File: src/rtl/pwm_ds_pkg.sv
package pwm_ds_pkg;

   typedef enum logic [1:0] {
      OM_IDLE_A = 2'd0,
      OM_IDLE_B = 2'd1,
      OM_DIRECT = 2'd2,
      OM_COMPL  = 2'd3
   } out_mode_e;

   localparam int unsigned FLG_WRAP = 0;
   localparam int unsigned FLG_PEAK = 1;
   localparam int unsigned FLG_CMP0 = 2;

endpackage

File: src/rtl/pwm_ds_regs.sv
// Shadow and active copies of the limit and compare values.
module pwm_ds_regs #(
   parameter int unsigned CNT_W  = 16,
   parameter int unsigned N_CH   = 2,
   parameter int unsigned ADDR_W = 2
) (
   input  logic                         clk,
   input  logic                         rst_n,
   input  logic                         wr_en,
   input  logic [ADDR_W-1:0]            wr_addr,
   input  logic [CNT_W-1:0]             wr_data,
   input  logic                         load,
   output logic [CNT_W-1:0]             act_top,
   output logic [N_CH-1:0][CNT_W-1:0]   act_cmp
);

   localparam logic [ADDR_W-1:0] TOP_ADDR = '0;

   logic [CNT_W-1:0] shd_top;

   always_ff @(posedge clk or negedge rst_n) begin
      if (!rst_n) begin
         shd_top <= '1;
      end else if (wr_en && (wr_addr == TOP_ADDR)) begin
         shd_top <= wr_data;
      end
   end

   always_ff @(posedge clk or negedge rst_n) begin
      if (!rst_n) begin
         act_top <= '1;
      end else if (load) begin
         act_top <= shd_top;
      end
   end

   for (genvar ch = 0; ch < N_CH; ch++) begin : g_cmp
      localparam logic [ADDR_W-1:0] MY_ADDR = ADDR_W'(ch + 1);
      logic [CNT_W-1:0] shd_q;
      logic [CNT_W-1:0] act_q;

      always_ff @(posedge clk or negedge rst_n) begin
         if (!rst_n) begin
            shd_q <= '0;
         end else if (wr_en && (wr_addr == MY_ADDR)) begin
            shd_q <= wr_data;
         end
      end

      always_ff @(posedge clk or negedge rst_n) begin
         if (!rst_n) begin
            act_q <= '0;
         end else if (load) begin
            act_q <= shd_q;
         end
      end

      assign act_cmp[ch] = act_q;
   end

endmodule

File: src/rtl/pwm_ds_counter.sv
// Up/down counter with the limit clamp.
module pwm_ds_counter #(
   parameter int unsigned CNT_W   = 16,
   parameter int unsigned MIN_TOP = 3
) (
   input  logic             clk,
   input  logic             rst_n,
   input  logic             tick,
   input  logic [CNT_W-1:0] top_sel,
   output logic [CNT_W-1:0] count,
   output logic             at_bottom,
   output logic             at_peak,
   output logic             next_up
);

   logic [CNT_W-1:0] lim;
   logic             up_q;

   if (MIN_TOP > 0) begin : g_clamp
      assign lim = (top_sel < CNT_W'(MIN_TOP)) ? CNT_W'(MIN_TOP) : top_sel;
   end else begin : g_raw
      assign lim = top_sel;
   end

   assign at_bottom = (count == '0);
   assign at_peak   = up_q && !at_bottom && (count >= lim);

   always_comb begin
      if (at_bottom) begin
         next_up = 1'b1;
      end else if (at_peak) begin
         next_up = 1'b0;
      end else begin
         next_up = up_q;
      end
   end

   always_ff @(posedge clk or negedge rst_n) begin
      if (!rst_n) begin
         count <= '0;
         up_q  <= 1'b0;
      end else if (tick) begin
         up_q  <= next_up;
         count <= next_up ? (count + CNT_W'(1)) : (count - CNT_W'(1));
      end
   end

endmodule

File: src/rtl/pwm_ds_channel.sv
// One compare channel: hit detection, output level and output mode.
module pwm_ds_channel
   import pwm_ds_pkg::*;
#(
   parameter int unsigned CNT_W = 16
) (
   input  logic             clk,
   input  logic             rst_n,
   input  logic             tick,
   input  logic [CNT_W-1:0] count,
   input  logic [CNT_W-1:0] cmp,
   input  logic             next_up,
   input  logic [1:0]       mode,
   output logic             hit,
   output logic             pin
);

   logic lvl_q;

   assign hit = tick && (count == cmp);

   always_ff @(posedge clk or negedge rst_n) begin
      if (!rst_n) begin
         lvl_q <= 1'b0;
      end else if (hit) begin
         lvl_q <= !next_up;
      end
   end

   always_comb begin
      case (out_mode_e'(mode))
         OM_DIRECT: pin = lvl_q;
         OM_COMPL:  pin = !lvl_q;
         default:   pin = 1'b0;
      endcase
   end

endmodule

File: src/rtl/pwm_ds_flags.sv
// Sticky event flags with write-one-to-clear; set has priority.
module pwm_ds_flags #(
   parameter int unsigned N_FLG = 4
) (
   input  logic             clk,
   input  logic             rst_n,
   input  logic [N_FLG-1:0] set,
   input  logic [N_FLG-1:0] clr,
   output logic [N_FLG-1:0] flags
);

   for (genvar f = 0; f < N_FLG; f++) begin : g_flag
      logic f_q;
      always_ff @(posedge clk or negedge rst_n) begin
         if (!rst_n) begin
            f_q <= 1'b0;
         end else if (set[f]) begin
            f_q <= 1'b1;
         end else if (clr[f]) begin
            f_q <= 1'b0;
         end
      end
      assign flags[f] = f_q;
   end

endmodule

File: src/rtl/pwm_ds_timer.sv
module pwm_ds_timer
   import pwm_ds_pkg::*;
#(
   parameter int unsigned CNT_W   = 16,
   parameter int unsigned N_CH    = 2,
   parameter int unsigned MIN_TOP = 3,
   parameter int unsigned ADDR_W  = $clog2(N_CH + 1)
) (
   input  logic                clk,
   input  logic                rst_n,
   input  logic                tick,
   input  logic                top_src,
   input  logic                wr_en,
   input  logic [ADDR_W-1:0]   wr_addr,
   input  logic [CNT_W-1:0]    wr_data,
   input  logic [2*N_CH-1:0]   out_mode,
   input  logic [N_CH+1:0]     flag_clr,
   output logic [CNT_W-1:0]    count,
   output logic [N_CH+1:0]     flags,
   output logic [N_CH-1:0]     pwm_out
);

   localparam int unsigned N_FLG = N_CH + 2;

   if (CNT_W < 2 || CNT_W > 32) begin : g_bad_width
      $error("pwm_ds_timer: CNT_W must lie in 2..32");
   end
   if (N_CH < 1) begin : g_bad_ch
      $error("pwm_ds_timer: at least one channel is required");
   end
   if ((MIN_TOP >> CNT_W) != 0) begin : g_bad_min
      $error("pwm_ds_timer: MIN_TOP does not fit the counter");
   end
   if (ADDR_W < $clog2(N_CH + 1) || ADDR_W < 1) begin : g_bad_addr
      $error("pwm_ds_timer: ADDR_W too narrow for the register set");
   end

   logic [CNT_W-1:0]           act_top;
   logic [N_CH-1:0][CNT_W-1:0] act_cmp;
   logic [CNT_W-1:0]           top_sel;
   logic                       at_bottom;
   logic                       at_peak;
   logic                       next_up;
   logic [N_CH-1:0]            hit;
   logic [N_FLG-1:0]           flg_set;

   pwm_ds_regs #(
      .CNT_W (CNT_W),
      .N_CH  (N_CH),
      .ADDR_W(ADDR_W)
   ) u_regs (
      .clk    (clk),
      .rst_n  (rst_n),
      .wr_en  (wr_en),
      .wr_addr(wr_addr),
      .wr_data(wr_data),
      .load   (tick && at_bottom),
      .act_top(act_top),
      .act_cmp(act_cmp)
   );

   assign top_sel = top_src ? act_cmp[0] : act_top;

   pwm_ds_counter #(
      .CNT_W  (CNT_W),
      .MIN_TOP(MIN_TOP)
   ) u_cnt (
      .clk      (clk),
      .rst_n    (rst_n),
      .tick     (tick),
      .top_sel  (top_sel),
      .count    (count),
      .at_bottom(at_bottom),
      .at_peak  (at_peak),
      .next_up  (next_up)
   );

   for (genvar ch = 0; ch < N_CH; ch++) begin : g_ch
      pwm_ds_channel #(
         .CNT_W(CNT_W)
      ) u_ch (
         .clk    (clk),
         .rst_n  (rst_n),
         .tick   (tick),
         .count  (count),
         .cmp    (act_cmp[ch]),
         .next_up(next_up),
         .mode   (out_mode[2*ch +: 2]),
         .hit    (hit[ch]),
         .pin    (pwm_out[ch])
      );
      assign flg_set[FLG_CMP0 + ch] = hit[ch];
   end

   assign flg_set[FLG_WRAP] = tick && at_bottom;
   assign flg_set[FLG_PEAK] = tick && at_peak && !top_src;

   pwm_ds_flags #(
      .N_FLG(N_FLG)
   ) u_flags (
      .clk  (clk),
      .rst_n(rst_n),
      .set  (flg_set),
      .clr  (flag_clr),
      .flags(flags)
   );

endmodule

File: config.mk
export PLATFORM = sky130hd
export DESIGN_NAME = pwm_ds_timer
export DESIGN_NICKNAME = d
export VERILOG_FILES = /design/src/rtl/pwm_ds_pkg.sv /design/src/rtl/pwm_ds_regs.sv /design/src/rtl/pwm_ds_counter.sv /design/src/rtl/pwm_ds_channel.sv /design/src/rtl/pwm_ds_flags.sv /design/src/rtl/pwm_ds_timer.sv
export SDC_FILE = /design/constraint.sdc
export NUM_CORES = 1
export LEC_CHECK = 0
export ABC_AREA = 1
export ABC_CLOCK_PERIOD_IN_PS = 4500
export BUFFER_PORTS_ARGS = -buffer_cell sky130_fd_sc_hd__buf_2
export CAP_MARGIN = 15
export CORE_MARGIN = 8
export CORE_UTILIZATION = 50
export CTS_CLUSTER_DIAMETER = 150
export DETAILED_ROUTE_END_ITERATION = 10
export PLACE_DENSITY = 0.78
export SYNTH_ARGS = -nofsm -noshare
export SYNTH_HDL_FRONTEND = slang
export SYNTH_HIERARCHICAL = 1
export SYNTH_SLANG_ARGS = --single-unit
File: constraint.sdc
create_clock -name clk -period 4.5 [get_ports clk]
set_input_delay 0.45 -clock clk [delete_from_list [all_inputs] [get_ports clk]]
set_output_delay 0.45 -clock clk [all_outputs]
set_load 0.01 [all_outputs]
=== Yosys cells after proc, flatten, opt, wreduce, memory -nomap -nowiden ===
Index checks and enable logic that the tools add are counted.

* $add $sub $neg: 2
* Equal/unequal tests: 8
* Order comparisons: 2
* Mux-type cells: 15
* Reductions and logical operators: 21

{| class="wikitable"
|+ Operators with widths
! kind !! count
|-
| $mux 16 || 3
|-
| $eq 16x16->1 || 2
|-
| $add 16x1->16 const B || 1
|-
| $ge 16x16->1 || 1
|-
| $logic_not 16->1 || 1
|-
| $lt 16x2->1 const B || 1
|-
| $sub 16x1->16 const B || 1
|-
| $eq 2x2->1 const B || 5
|-
| $logic_and 1x1->1 || 10
|-
| $mux 1 || 10
|-
| $reduce_bool 2->1 || 4
|-
| $logic_not 1->1 || 5
|-
| $pmux 1 s2 || 2
|-
| $eq 2x1->1 const B || 1
|-
| $logic_not 2->1 || 1
|}

* Flip-flop bits (word level): 119
* Output and inout bits: 22

=== Depth between registers and ports, before layout ===
* Word-level depth: 8
* Mapped depth: 31

=== By module ===
The synthesis kept the hierarchy.

{| class="wikitable"
|+ Modules (own cells, without submodules)
! module !! area an instance (µm²) !! instances !! cells an instance
|-
| pwm_ds_regs || 3,935.0 || 1 || 416
|-
| pwm_ds_counter || 1,969.4 || 1 || 273
|-
| pwm_ds_channel || 395.4 || 2 || 87
|-
| pwm_ds_timer || 259.0 || 1 || 56
|-
| pwm_ds_flags || 190.2 || 1 || 24
|}

=== Worst setup path before layout ===
OpenSTA, ideal clock, no wires.

* Path type: input to register
* From: input top_src
* To: register u_cnt.count[14]
* Stages: 26
* Slack: 0.806 ns
* Arrival: 3.577 ns
* Path through: buf_6 inv_6 buf_12 nand2_1 nand2_1 inv_1 nand4_1 a2111oi_0 nor2_1 ha_1 nand2_1 nand2_1 a21oi_1 nand2_1 nand2_2 nand3_2 nand2_2 inv_1 ha_1 a21oi_1 nand2_2 a21boi_4 nand3b_1 nand3b_1 nand3_1 nand2_1

* Word-level cells in the longest chain between the ends: 8

{| class="wikitable"
|+ Ends and longest elaborated chain
! element !! RTL line !! source
|-
| from (decl) || pwm_ds_timer.sv:12 || <nowiki>input logic top_src,</nowiki>
|-
| $mux 16 (*) || pwm_ds_timer.sv:62 || <nowiki>assign top_sel = top_src ? act_cmp[0] : act_top;</nowiki>
|-
| net top_sel[5] || pwm_ds_timer.sv:40 || <nowiki>logic [CNT_W-1:0] top_sel;</nowiki>
|-
| $lt 16x2->1 || pwm_ds_counter.sv:20 || <nowiki>assign lim = (top_sel < CNT_W'(MIN_TOP)) ? CNT_W'(MIN_TOP) : top_sel;</nowiki>
|-
| $mux 16 (*) || pwm_ds_counter.sv:20 ||
|-
| $ge 16x16->1 (*) || pwm_ds_counter.sv:26 || <nowiki>assign at_peak = up_q && !at_bottom && (count >= lim);</nowiki>
|-
| $logic_and 1x1->1 (*) || pwm_ds_counter.sv:26 ||
|-
| $mux 1 (*) || pwm_ds_counter.sv:31 || <nowiki>end else if (at_peak) begin</nowiki>
|-
| $mux 1 (*) || pwm_ds_counter.sv:29 || <nowiki>if (at_bottom) begin</nowiki>
|-
| net next_up || pwm_ds_timer.sv:43 || <nowiki>logic next_up;</nowiki>
|-
| $mux 16 (*) || pwm_ds_counter.sv:44 || <nowiki>count <= next_up ? (count + CNT_W'(1)) : (count - CNT_W'(1));</nowiki>
|-
| to (signal assigned) || pwm_ds_counter.sv:44 ||
|-
| to (decl) || pwm_ds_counter.sv:10 || <nowiki>output logic [CNT_W-1:0] count,</nowiki>
|}

The timed path passes the listed nets; every way through them passes the cells marked *.
A chain may end at the register's enable or synchronous reset.

=== Final worst setup path ===
* From: input top_src
* To: register u_cnt.count[15]

The elaborated chain is that of the path after synthesis.

==> impl_metrics.yaml <==
grt:
  grt_antenna_before_repair: 0
  grt_max_degree: 52
  grt_pass1_vias: 5770
  overflow: 0
  grt_pass1_wl_mm: 29.7
  grt_use_total_pct: 20.8
route:
  drtIter0Drc: 629
  vias: 6190
  wl_per_cell_um: 15.6
  ant_nets: 0
  first_pass_iters: 5
  avgViaCountPerCell: 5.24
  drc_errors: 0
  wl_mm: 18.4
critical_path:
  cpMaxStageDelayCell: "a2111oi_0"
  end_kind: "flop"
  crit_top_cell: "nand2_1"
  crit_fanout: 18
  path_delay_family: "simple AND/OR/NAND/NOR gates"
  crit_type: "in -> reg"
  max_stage_delay_ns: 0.47
  cp.arrival_ns: 4.33
  crit_path_start_kind: "input port"
  worstPathRequired_ns: 4.81
  cp_num_buf_inv: 5
synthesis:
  synth-edff-count: 0
  synth_top_family_by_area: "simple AND/OR/NAND/NOR gates"
  synth.area.mux_share_pct: 0
  synth_compound_area_share_pct: 7.76
  ys_warn_count: 6
  ys_seq_area_share_pct: 42.2
  synthSimpleGateAreaFrac_pct: 31.1
  syn_avg_cell_area_um2: 7.58
  synth_xor_area_share_pct: 1.59
  ys_ff_latch: 119
  synth_area_um2: 7140
  postSynthCellCount: 943
  synthAdderAreaFrac_pct: 5.53
  synth_nets: 1005
  synthArstFlopShare_pct: 100
  ys_types: 46
  synth_top_flop_cell: "dfrtp_1"
cells_and_area:
  final_nets: 1051
  finalNonFillerCells: 1182
  drive_gt1_share_pct: 17.8
  n_antenna_cell: 0
  layout_commonest_cell: "nand2_1"
  syn_to_final_growth_pct: 12.7
  layout_common_cells: "nand2_1 (336), inv_1 (139), dfrtp_1 (87)"
  final_area_um2: 8060
power_and_ir_drop:
  p_per_area_nw_per_um2: 599
  ir_worst_vdd_mv: 0.316
  p_leak_uw: 0.00455
clock_network:
  cts_hold_buf: 0
  cts_inserted_buffers: 17
  cts-resized-gates: 0
  cts-htree-levels: 4
  cts_sinks: 119
  cts_root_buffer: "clkbuf_16"
  cts_tree: "yes"
  post_cts_buffers: 0
  clk_path_buf_depth: 2
  clk_latency_ns: 0.41
  clk_pin_slew_worst_paths_ns: 0.06
floorplan:
  core_um2: 13900
  die_w_um: 136
  die_h_um: 136
  start_util_pct: 51.3
  io_pins: 53
  row_count: 43
  dieArea_um2: 18400
sta:
  relSlewSlack_pct: 38.0
  final_max_slew_viol_count: 0
  worst_pin_slew_ns: 0.931
  setup_tns_ns: 0
  fmax_ghz: 0.249
  holdWs_ns: 0.0579
  setup_violations: 0
  hold_viol_final: 0
  fin_skew_ns: 0.00633
  timing.final.crit_share_pct: 89.4
  fin_crit_ns: 4.02
  rsz0062_at_grt: "false"
flow_run:
  drv_cap: 0
placement:
  dpl_cell_area_um2: 7450
  dpl.cell_count: 1150
  dp_hpwl_mm: 12.7
  port_buffers: 52
  gp_congestion: 0.938
hold_path:
  hp-class: "in -> async"
run_status:
  outcome: "complete, no violations"
[per-layer routing]
metal  GRT usage, %  vias up  share of wire [%]
met2           31.4      239                 45
li1               -     3049                  -
met3           4.75       33                7.0
met1           27.9     2869                 46
met4           9.07        0                2.4
met5              0        -                  0
[registers in the layout, indices dropped and copies added, names as in the netlist]
register            cells
u_regs/act_top         16
g_ch.u_ch/lvl_q         2
u_cnt/up_q              1
u_cnt/count            16
u_regs/shd_top         16
u_regs/g_cmp.act_q     32
u_regs/g_cmp.shd_q     32
u_flags/g_flag.f_q      4
[cell type report]
| type | instances | area [µm²] |
|---|---|---|
| repair buffers | 63 | 345 |
| flip-flops and latches | 119 | 3020 |
| inverters | 151 | 574 |
| well taps | 180 | 225 |
| fillers | 1251 | 5880 |
| multi-input cells | 637 | 3280 |
| clock buffers | 22 | 464 |
| clock inverters | 10 | 145 |
[metrics by stage]
stage	total power [µW]	util, %	setup slack, ns
2_1_floorplan	2820	-	0.806
3_3_place_gp	3350	53.4	0.266
3_5_place_dp	3380	53.4	0.161
4_1_cts	4820	57.8	0.590
5_1_grt	5150	57.8	0.124
6_report	4820	57.8	0.478
[Yosys cell counts, types with 3 or more instances]
cell type	n	area [µm²]
inv_1	140	526
dfrtp_1	87	2180
dfstp_2	32	841
xor2_1	7	61.3
nor2_1	44	165
nand3_2	7	70.1
nor2_2	5	31.3
nand2_2	12	75.1
a21oi_2	3	26.3
nand3_1	28	140
buf_4	9	67.6
or2_1	6	37.5
inv_2	9	33.8
o21ai_0	57	285
o21ai_1	9	45.0
a21oi_1	17	85.1
nand3b_1	3	22.5
ha_1	30	375
buf_6	8	90.1
nand2_1	336	1260
xnor2_1	6	52.6
nand4_1	42	263
buf_2	11	55.1
clkbuf_1	6	22.5
[where the power goes]
part / leakage [µW] / switching [µW] / internal (µW)
Sequential: 0.00133 / 258 / 1290
Clock: 0.000291 / 501 / 903
Combinational: 0.00293 / 1150 / 722
[logic make-up (layout without fill, tap and decap cells)]
kind of cell    Yosys count  count (layout)
fa+ha+maj                31              31
simple gates            496             496
xor+xnor                 13              13
compound gates           97              97
buf+inv                 187             246
flops                   119             119
[final timing paths]
path | cells past startpoint | from | end | slack (ns)
worst max-delay path | 28 | top_src | u_cnt/count[15] | 0.48
min in group clk | 4 | flag_clr[0] | u_flags/g_flag[0].f_q | 0.26
max in group asynchronous | 2 | rst_n | u_regs/act_top[9] | 3.50
worst min-delay path | 1 | rst_n | u_cnt/count[6] | 0.06
worst min register to register | 2 | u_regs/shd_top[12] | u_regs/shd_top[12] | 0.46
worst max register to register | 26 | u_regs/g_cmp[0].act_q[4] | u_cnt/count[15] | 0.51
(Power assumes the default switching activity.)
